`src/rtl/line_irq_pkg.sv`:
```
package line_irq_pkg;

  localparam int unsigned SEL_ACK     = 2;
  localparam int unsigned SEL_REARM_A = 3;
  localparam int unsigned SEL_REARM_B = 4;
  localparam int unsigned SEL_LOAD    = 5;

  typedef struct packed {
    logic load;
    logic ack;
    logic rearm;
  } irq_cmd_t;

  // A line is counted only when visible and something is being drawn.
  function automatic logic line_counts(input logic pulse, input logic blank,
                                       input logic bg, input logic spr);
    return pulse && !blank && (bg || spr);
  endfunction

endpackage

```
`src/rtl/line_irq_decode.sv`:
```
module line_irq_decode
  import line_irq_pkg::*;
#(
  parameter int SEL_W = 3
) (
  input  logic             clk,
  input  logic             rst_n,
  input  logic             wr_en,
  input  logic [SEL_W-1:0] wr_sel,
  output irq_cmd_t         cmd
);

  logic hit_load, hit_ack, hit_rearm;

  assign hit_load  = (wr_sel == SEL_W'(SEL_LOAD));
  assign hit_ack   = (wr_sel == SEL_W'(SEL_ACK));
  assign hit_rearm = (wr_sel == SEL_W'(SEL_REARM_A)) || (wr_sel == SEL_W'(SEL_REARM_B));

  always_comb begin
    cmd       = '0;
    cmd.load  = wr_en && hit_load;
    cmd.ack   = wr_en && hit_ack;
    cmd.rearm = wr_en && hit_rearm;
  end

  // at most one command per write; the spare selects raise none
  p_cmd_onehot_r9: assert property (@(posedge clk) disable iff (!rst_n)
    $onehot0({cmd.load, cmd.ack, cmd.rearm}));

endmodule

```
`src/rtl/line_irq_core.sv`:
```
module line_irq_core
  import line_irq_pkg::*;
#(
  parameter int CNT_W = 8
) (
  input  logic             clk,
  input  logic             rst_n,
  input  irq_cmd_t         cmd,
  input  logic [CNT_W-1:0] wr_data,
  input  logic             tick,
  input  logic             busy,
  output logic             fire,
  output logic             armed
);

  localparam logic [CNT_W-1:0] ZERO = '0;
  localparam logic [CNT_W-1:0] ONE  = CNT_W'(1);
  localparam logic [CNT_W-1:0] TWO  = CNT_W'(2);

  logic [CNT_W-1:0] count;
  logic [CNT_W-1:0] latch;
  logic             last_zero;
  logic             step;

  // Signed value of 1 or less: one more line brings it to zero or below.
  function automatic logic at_floor(input logic [CNT_W-1:0] c);
    return $signed(c) < $signed(TWO);
  endfunction

  function automatic logic above_zero(input logic [CNT_W-1:0] c);
    return $signed(c) > $signed(ZERO);
  endfunction

  // Disarmed counting stops at zero; armed counting never reaches it here.
  function automatic logic [CNT_W-1:0] next_count(input logic [CNT_W-1:0] c,
                                                  input logic arm);
    if (arm || above_zero(c)) return c - ONE;
    return c;
  endfunction

  assign step = tick && !busy;
  assign fire = step && armed && at_floor(count);

  always_ff @(posedge clk) begin
    if (!rst_n) begin
      count     <= '0;
      latch     <= '0;
      armed     <= 1'b0;
      last_zero <= 1'b1;
    end else if (cmd.load) begin
      count     <= wr_data;
      latch     <= wr_data;
      armed     <= 1'b1;
      last_zero <= (wr_data == ZERO);
    end else if (cmd.ack) begin
      armed <= 1'b0;
    end else if (cmd.rearm) begin
      if (last_zero) begin
        armed <= 1'b0;
      end else begin
        armed <= 1'b1;
        count <= latch;
      end
    end else if (fire) begin
      armed <= 1'b0;
      latch <= '0;
      count <= '0;
    end else if (step) begin
      count <= next_count(count, armed);
    end
  end

  // a load arms and places the written value in the counter
  p_load_arms_r2: assert property (@(posedge clk) disable iff (!rst_n)
    cmd.load |=> armed && (count == $past(wr_data)) && (latch == $past(wr_data)));

  // re-arm after a nonzero load copies the latch
  p_rearm_reload_r4: assert property (@(posedge clk) disable iff (!rst_n)
    (cmd.rearm && !last_zero) |=> armed && (count == $past(latch)));

  // re-arm after a zero load only disarms
  p_rearm_zero_r5: assert property (@(posedge clk) disable iff (!rst_n)
    (cmd.rearm && last_zero) |=> !armed);

  // with no counted line and no command, nothing moves
  p_idle_hold_r6: assert property (@(posedge clk) disable iff (!rst_n)
    (!tick && !cmd.load && !cmd.ack && !cmd.rearm) |=> $stable(count) && $stable(latch) && $stable(armed));

  // firing disarms and empties the latch
  p_fire_clears_r7: assert property (@(posedge clk) disable iff (!rst_n)
    fire |=> !armed && (latch == ZERO) && (count == ZERO));

  // a write cycle never steps the counter into a fire
  p_write_wins_r10: assert property (@(posedge clk) disable iff (!rst_n)
    busy |-> !fire);

endmodule

```
`src/rtl/line_irq_line.sv`:
```
module line_irq_line (
  input  logic clk,
  input  logic rst_n,
  input  logic fire,
  input  logic ack,
  output logic irq_n
);

  logic irq_q;

  always_ff @(posedge clk) begin
    if (!rst_n)    irq_q <= 1'b0;
    else if (ack)  irq_q <= 1'b0;
    else if (fire) irq_q <= 1'b1;
  end

  assign irq_n = !irq_q;

  // a pending request holds until acknowledged
  p_hold_r8: assert property (@(posedge clk) disable iff (!rst_n)
    (irq_q && !ack) |=> irq_q);

  // acknowledge releases the line
  p_ack_release_r3: assert property (@(posedge clk) disable iff (!rst_n)
    ack |=> !irq_q);

  // a fire pulls the line low at the next edge
  p_fire_asserts_r7: assert property (@(posedge clk) disable iff (!rst_n)
    (fire && !ack) |=> !irq_n);

endmodule

```
`src/rtl/line_irq_unit.sv`:
```
module line_irq_unit
  import line_irq_pkg::*;
#(
  parameter int SEL_W = 3,
  parameter int CNT_W = 8
) (
  input  logic             clk,
  input  logic             rst_n,
  input  logic             cpu_wr,
  input  logic [SEL_W-1:0] cpu_sel,
  input  logic [CNT_W-1:0] cpu_wdata,
  input  logic             line_pulse,
  input  logic             vblank,
  input  logic             bg_on,
  input  logic             spr_on,
  output logic             irq_n
);

  irq_cmd_t cmd;
  logic     line_tick;
  logic     fire;
  logic     armed;

  assign line_tick = line_counts(line_pulse, vblank, bg_on, spr_on);

  line_irq_decode #(.SEL_W(SEL_W)) u_decode (
    .clk    (clk),
    .rst_n  (rst_n),
    .wr_en  (cpu_wr),
    .wr_sel (cpu_sel),
    .cmd    (cmd)
  );

  line_irq_core #(.CNT_W(CNT_W)) u_core (
    .clk     (clk),
    .rst_n   (rst_n),
    .cmd     (cmd),
    .wr_data (cpu_wdata),
    .tick    (line_tick),
    .busy    (cpu_wr),
    .fire    (fire),
    .armed   (armed)
  );

  line_irq_line u_line (
    .clk   (clk),
    .rst_n (rst_n),
    .fire  (fire),
    .ack   (cmd.ack),
    .irq_n (irq_n)
  );

  // only an armed block can pull the line low
  p_fire_needs_arm_r7: assert property (@(posedge clk) disable iff (!rst_n)
    ($fell(irq_n)) |-> $past(armed));

  // the line is released while reset is held
  p_reset_release_r1: assert property (@(posedge clk)
    !rst_n |=> irq_n);

endmodule

```
`config.mk`:
```
export PLATFORM = sky130hd
export DESIGN_NAME = line_irq_unit
export DESIGN_NICKNAME = d
export VERILOG_FILES = /design/src/rtl/line_irq_pkg.sv /design/src/rtl/line_irq_decode.sv /design/src/rtl/line_irq_core.sv /design/src/rtl/line_irq_line.sv /design/src/rtl/line_irq_unit.sv
export SDC_FILE = /design/constraint.sdc
export NUM_CORES = 1
export LEC_CHECK = 0
export BUFFER_PORTS_ARGS = -buffer_cell sky130_fd_sc_hd__buf_2
export CAP_MARGIN = 30
export CORE_ASPECT_RATIO = 1.25
export CORE_MARGIN = 10
export CORE_UTILIZATION = 40
export DETAILED_ROUTE_END_ITERATION = 16
export GPL_ROUTABILITY_DRIVEN = 0
export GPL_TIMING_DRIVEN = 0
export MAX_ROUTING_LAYER = met4
export PLACE_DENSITY_LB_ADDON = 0.2
export SLEW_MARGIN = 10
export SYNTH_ARGS = -nofsm -noshare
export SYNTH_HDL_FRONTEND = slang
export SYNTH_SLANG_ARGS = --single-unit
```
`constraint.sdc`:
```
create_clock -name clk -period 1.7 [get_ports clk]
set_clock_uncertainty 0.1 [all_clocks]
set_input_delay 0.085 -clock clk [delete_from_list [all_inputs] [get_ports clk]]
set_output_delay 0.085 -clock clk [all_outputs]
set_load 0.05 [all_outputs]
```
==> results of run 1 <==
stage by stage:
stage | instance area, um^2 | worst slack [ns] | TNS (ns)
final | 1490 | 0.0756 | 0
after global routing | 1490 | 0.0183 | 0
after CTS | 1460 | 0.0105 | 0
after detailed placement | 1380 | -0.124 | -0.231
after global placement | 1380 | -0.0983 | -0.164
after floorplan | 1250 | 0.163 | 0
flip-flops by register name, indices dropped and copies added (netlist names):
register	flops
u_core.count	8
u_core.latch	8
u_core.armed	1
u_core.last_zero	1
u_line.irq_q	1
power by group:
part / switching [W] / total, W / internal [W]
Clock: 0.000150 / 0.000242 / 0.0000916
Sequential: 0.0000357 / 0.000508 / 0.000472
Combinational: 0.000187 / 0.000361 / 0.000174
area by class of cell:
cell class                      instances  area (um^2)
Timing Repair Buffer                   23          140
Tap cell                               36         45.0
Clock buffer                            4         26.3
Buffer                                  6         47.5
Multi-Input combinational cell        119          825
Sequential cell                        19          385
Inverter                                5         18.8
Fill cell                             301         1490
cells by family (layout without fill, tap and decap cells):
| family | count (synthesis) | count (layout) |
|---|---|---|
| xor gates and xnor gates | 4 | 4 |
| adders and majority gates | 2 | 2 |
| DFF | 19 | 19 |
| and+or+nand+nor | 51 | 51 |
| AOI/OAI and AO/OA | 62 | 62 |
| buffers and inverters | 11 | 38 |
synth_stat cells, types with 2 or more instances:
master and n:
o21ai_0 10, nor4_1 3, a32oi_1 2, dfxtp_1 19, nor2b_1 7, xnor2_1 2
o22ai_1 7, ha_1 2, a31oi_1 3, nand3_1 5, a21oi_1 12, nand2_1 18
buf_2 2, a22oi_1 7, o21a_1 4, xor2_1 2, nor2_1 6, nor3_1 2
inv_1 5, o221ai_1 5
worst reg2reg max path: stages, from the launching register on:
cell     delay (ns)
dfxtp_2        0.39
nor4_4         0.31
a21o_2         0.23
nand2_1        0.17
a41oi_1        0.25
o22ai_1        0.10
worst paths after layout:
check                                        to  cells after the start  slack [ns]       startpoint
worst max-delay path            u_core.count[5]                      5        0.08  u_core.count[2]
worst min-delay path            u_core.latch[3]                      3       0.009     cpu_wdata[3]
worst max register to register  u_core.count[5]                      5        0.08  u_core.count[2]
worst min register to register     u_line.irq_q                      2        0.35     u_line.irq_q
placed cells by master (no fill, tap or decap), drive strengths merged, types with 3 or more instances in the layout:
master | Yosys | routed
a21oi | 14 | 14
a22oi | 7 | 7
a31oi | 3 | 3
buf | 5 | 24
clkbuf | 1 | 5
dfxtp | 19 | 19
dlygate4sd3 | 0 | 4
inv | 5 | 5
nand2 | 18 | 18
nand3 | 5 | 5
nor2 | 6 | 6
nor2b | 8 | 8
nor3 | 3 | 3
nor4 | 3 | 3
o21a | 4 | 4
o21ai | 11 | 11
o221ai | 5 | 5
o22ai | 7 | 7
metal layers:
layer  vias to the layer above  share of wire, %  track usage, %
li1                        619                 -               -
met1                       591                43            13.1
met2                        31                51            19.6
met3                         5               4.0            1.79
met4                         0               1.3            4.15
met5                         -                 0               -
what timing repair did:
| action | 4_1_cts | 5_1_grt |
|---|---|---|
| hold buffers | 4 | 0 |
| resized for setup | 5 | 6 |
| endpoints found under the setup margin | 7 | 8 |
| buffers inserted | 0 | 2 |
| hold endpoints to repair | 6 | 0 |
| pin swaps | 0 | 3 |
==> out/qor.csv, run 1 <==
stage,metric,value,unit
status,status,finished clean,
timing,slew_violations,0,
cts,insertion_delay,0.31,ns
logic_synthesis,ys_seq_elements,19,
logic_synthesis,ys_warn_count,0,
timing,worst_pin_slew,0.438,ns
floorplanning,initial_core_util,41.9,%
floorplanning,dieWidth,69.9,um
logic_synthesis,yosysUniqueCellTypes,46,
timing,min_period,1.62,ns
timing,max_freq,0.616,GHz
drt,drc,0,
drt,wl,3280,um
critical_path,crit_chain,nor4_4 -> a21o_2 -> nand2_1 -> a41oi_1 -> o22ai_1,
final_layout,drive_above_1_share,26.1,%
logic_synthesis,synthTopCellsByArea,"dfxtp_1 (31%), nand2_1 (5.4%), a21oi_1 (4.8%), a22oi_1 (4.2%), o21ai_0 (4.0%)",
run,drv_cap,0,
logic_synthesis,yosys.area_share.adder,2.01,%
logic_synthesis,syn_area,1250,um^2
cts,cts_buffer_depth,2,
logic_synthesis,synth_top_area_share,30.5,%
critical_path,crit_fanout,6,
cts,cts_buffers,3,
floorplanning,fp.dieH,82.4,um
cts,cts_root_buf,clkbuf_4,
grt,grt_pass1_vias,1198,
logic_synthesis,synth_ff_type,dfxtp_1,
logic_synthesis,synthArstFlopShare,0,%
logic_synthesis,synth_compound_area_share,35.6,%
grt,grt_pass1_wl,5330,um
grt,grt_max_degree,11,
timing,hold_ws,0.00911,ns
power_and_ir_drop,power.total,0.00111,W
critical_path,start_kind,register,
min_path,min_path_type,in2reg,
logic_synthesis,synth_fp_nets,169,
final_layout,utilization,50.0,%
cts,cts_tree,built,
drt,vias,1246,
drt,firstDrtPassIters,4,
final_layout,diodes,0,
drt,avgViaCountPerCell,5.88,
critical_path,worstPathRequired,1.81,ns
cts,cts_sinks,19,
logic_synthesis,syn_area_per_cell,8.36,um^2
grt,antenna_found_initial,0,
grt,grt_usage,11.3,%
drt,ant_nets,0,
timing,finalSetupViolations,0,
timing,finalCritPeriodShare,95.6,%
logic_synthesis,synthXorXnorAreaFrac,2.81,%
logic_synthesis,synthSimpleGateAreaFrac,23.7,%
logic_synthesis,synth_top_area_cell,dfxtp_1,
logic_synthesis,synthCells,149,
logic_synthesis,synth_mux_area_share,0,%
logic_synthesis,synth_edf_count,0,
drt,wl_per_cell,15.5,um
floorplanning,rows,22,
placement,dpl.cell_count,202,
critical_path,cp_num_buf_inv,0,
critical_path,critPathKind,reg2reg,
critical_path,worst_path_dominant_cell_family,compound AO/OA/AOI/OAI gates,
logic_synthesis,synth_seq_area_share,30.5,%
critical_path,cp-end-kind,register,
logic_synthesis,synth_top_family_by_area,compound AO/OA/AOI/OAI gates,
drt,drt_iter0_drc,63,
placement,port_buffers,17,
timing,maxSlewHeadroom,70.8,%
timing,finalHoldViolCount,0,
final_layout,syn_to_final_growth,19.4,%
cts,clk_pin_slew_worst_paths,0.12,ns
critical_path,cp_data_arrival_time,1.73,ns
final_layout,nNetsFinal,197,
floorplanning,die_area,5760,um^2
final_layout,final_cells,212,
critical_path,cp_slowest_cell,dfxtp_2,
floorplanning,core_region_area,2970,um^2
power_and_ir_drop,leakage,0.552,nW
placement,dp_hpwl,2490,um
timing,rsz0062_at_grt,no,
critical_path,critPathMaxStageDelay,0.39,ns
power_and_ir_drop,powerDensity,747,nW/um^2
cts,cts_max_level,1,
power_and_ir_drop,vdd_drop_max,0.489,mV
grt,grt-ovfl-total,0,
floorplanning,ios,19,
Note: power is estimated with default switching activity, not from simulation.
==> inputs of run 2 (changes only) <==
Settings changed: CELL_PAD_IN_SITES_DETAIL_PLACEMENT set to 0, CELL_PAD_IN_SITES_GLOBAL_PLACEMENT set to 1.
==> out/qor.csv, run 2 (synthesis gave the netlist of run 1 again) <==
stage,metric,value,unit
drt,vias,1223,
drt,ant_nets,0,
min_path,min_path_type,in2reg,
critical_path,critPathMaxStageDelay,0.38,ns
cts,cts_buffer_depth,2,
timing,maxSlewHeadroom,69.5,%
final_layout,drive_above_1_share,25.3,%
critical_path,worst_path_dominant_cell_family,compound AO/OA/AOI/OAI gates,
timing,rsz0062_at_grt,no,
power_and_ir_drop,switchingPower,0.000361,W
placement,dpl.cell_count,202,
cts,insertion_delay,0.30,ns
grt,grt-ovfl-total,0,
cts,cts_sinks,19,
floorplanning,core_region_area,2970,um^2
grt,grt_pass1_vias,1176,
power_and_ir_drop,p_int,0.000730,W
power_and_ir_drop,swShare,33.1,%
critical_path,worstPathRequired,1.80,ns
final_layout,nNetsFinal,195,
critical_path,crit_fanout,7,
grt,grt_pass1_wl,5580,um
critical_path,crit_chain,nor3_4 -> a31oi_2 -> o21a_2 -> o21ai_1 -> o22ai_1,
drt,firstDrtPassIters,4,
floorplanning,rows,22,
status,status,finished clean,
drt,drt_iter0_drc,82,
drt,avgViaCountPerCell,5.82,
power_and_ir_drop,leakage,0.543,nW
drt,wl,3320,um
power_and_ir_drop,vdd_drop_max,0.411,mV
cts,cts_root_buf,clkbuf_4,
grt,grt_max_degree,11,
power_and_ir_drop,powerDensity,741,nW/um^2
grt,grt_usage,11.6,%
placement,dp_slack,-0.0830,ns
cts,clk_pin_slew_worst_paths,0.12,ns
timing,min_period,1.61,ns
critical_path,cp_slowest_cell,dfxtp_2,
final_layout,fillers,319,
critical_path,cp.depth,5,
power_and_ir_drop,p_comb_share,32.1,%
power_and_ir_drop,power_frac_clock,21.3,%
critical_path,cp_num_buf_inv,0,
final_layout,largest_registers,"u_core.count: 8 flops, u_core.latch: 8 flops",
timing,max_freq,0.622,GHz
final_layout,final_cells,210,
final_layout,layout_commonest_cell,buf_2,
final_layout,diodes,0,
timing,finalSetupViolations,0,
critical_path,cp-end-kind,register,
timing,finalHoldViolCount,0,
power_and_ir_drop,power.total,0.00109,W
final_layout,utilization,49.5,%
power_and_ir_drop,pwr-share-seq,46.5,%
timing,fin_ws,0.0919,ns
floorplanning,dieWidth,69.9,um
floorplanning,initial_core_util,41.9,%
placement,dp_hpwl,2500,um
critical_path,rr_worst_depth,5,
drt,drc,0,
grt,antenna_found_initial,0,
cts,cts_tree,built,
timing,finalCritPeriodShare,94.6,%
critical_path,cp_data_arrival_time,1.70,ns
final_layout,multi_input_area,825,um^2
final_layout,seqCellArea,385,um^2
run,drv_cap,0,
timing,worst_pin_slew,0.458,ns
critical_path,start_kind,register,
critical_path,critPathKind,reg2reg,
cts,cts_max_level,1,
final_layout,final_cell_mix,"buf_2 (19), nand2_1 (17), dfxtp_1 (15)",
cts,cts_buffers,3,
final_layout,syn_to_final_growth,18.2,%
floorplanning,ios,19,
drt,wl_per_cell,15.8,um
min_path,min_path_cells,3,
timing,slew_violations,0,
floorplanning,die_area,5760,um^2
floorplanning,fp.dieH,82.4,um
placement,port_buffers,17,
[run 2: cell count changes in the layout (fill, tap and decap cells not counted), sizes merged]
cell  before  now
buf       24   22
[run 2: path summary, 6_finish.rpt]
kind	endpoint	startpoint	slack, ns
worst max register to register	u_core.count[5]	u_core.count[2]	0.09
worst max-delay path	u_core.count[5]	u_core.count[2]	0.09
worst min register to register	u_line.irq_q	u_line.irq_q	0.35
worst min-delay path	u_core.latch[0]	cpu_wdata[0]	0.007
[run 2: routing by layer]
metal,GRT usage (%),wire [um]
met4,2.96,15
met2,19.1,1600
met5,-,0
met1,14.6,1540
met3,1.55,156
[run 2: layout make-up]
class | count | share of cell area [%]
inverter | 5 | 1.27
multi-input combinational | 119 | 56.0
timing repair buffer | 21 | 8.50
clock buffer | 4 | 1.78
tap | 36 | 3.06
sequential | 19 | 26.2
buffer | 6 | 3.23
[run 2: through the flow]
step / area (um^2) / TNS, ns / hold slack (ns)
6_report: 1470 / 0 / 0.00728
5_1_grt: 1470 / 0 / 0.0188
4_1_cts: 1450 / 0 / 0.00464
3_5_place_dp: 1380 / -0.137 / 0.301
3_3_place_gp: 1380 / -0.139 / 0.298
2_1_floorplan: 1250 / 0 / 0.153
[run 2: power by group through the flow]
stage          sequential (W)  combinational [W]  clock [W]
2_1_floorplan        0.000504           0.000247          0
3_3_place_gp         0.000509           0.000321          0
3_5_place_dp         0.000511           0.000322          0
4_1_cts              0.000502           0.000336   0.000238
5_1_grt              0.000513           0.000391   0.000262
6_report             0.000508           0.000351   0.000233
[run 2: worst min-delay path, cell delays in order]
cell and delay (ns):
buf_2 0.10, a22oi_1 0.08, nor2b_1 0.10
[run 2: what timing repair did]
item                                    4_1_cts  5_1_grt
hold buffers                                  4        0
hold endpoints to repair                      6        0
gates resized for setup                       4        7
pin swaps                                     0        1
endpoints found under the setup margin        3        8
setup buffers                                 0        0
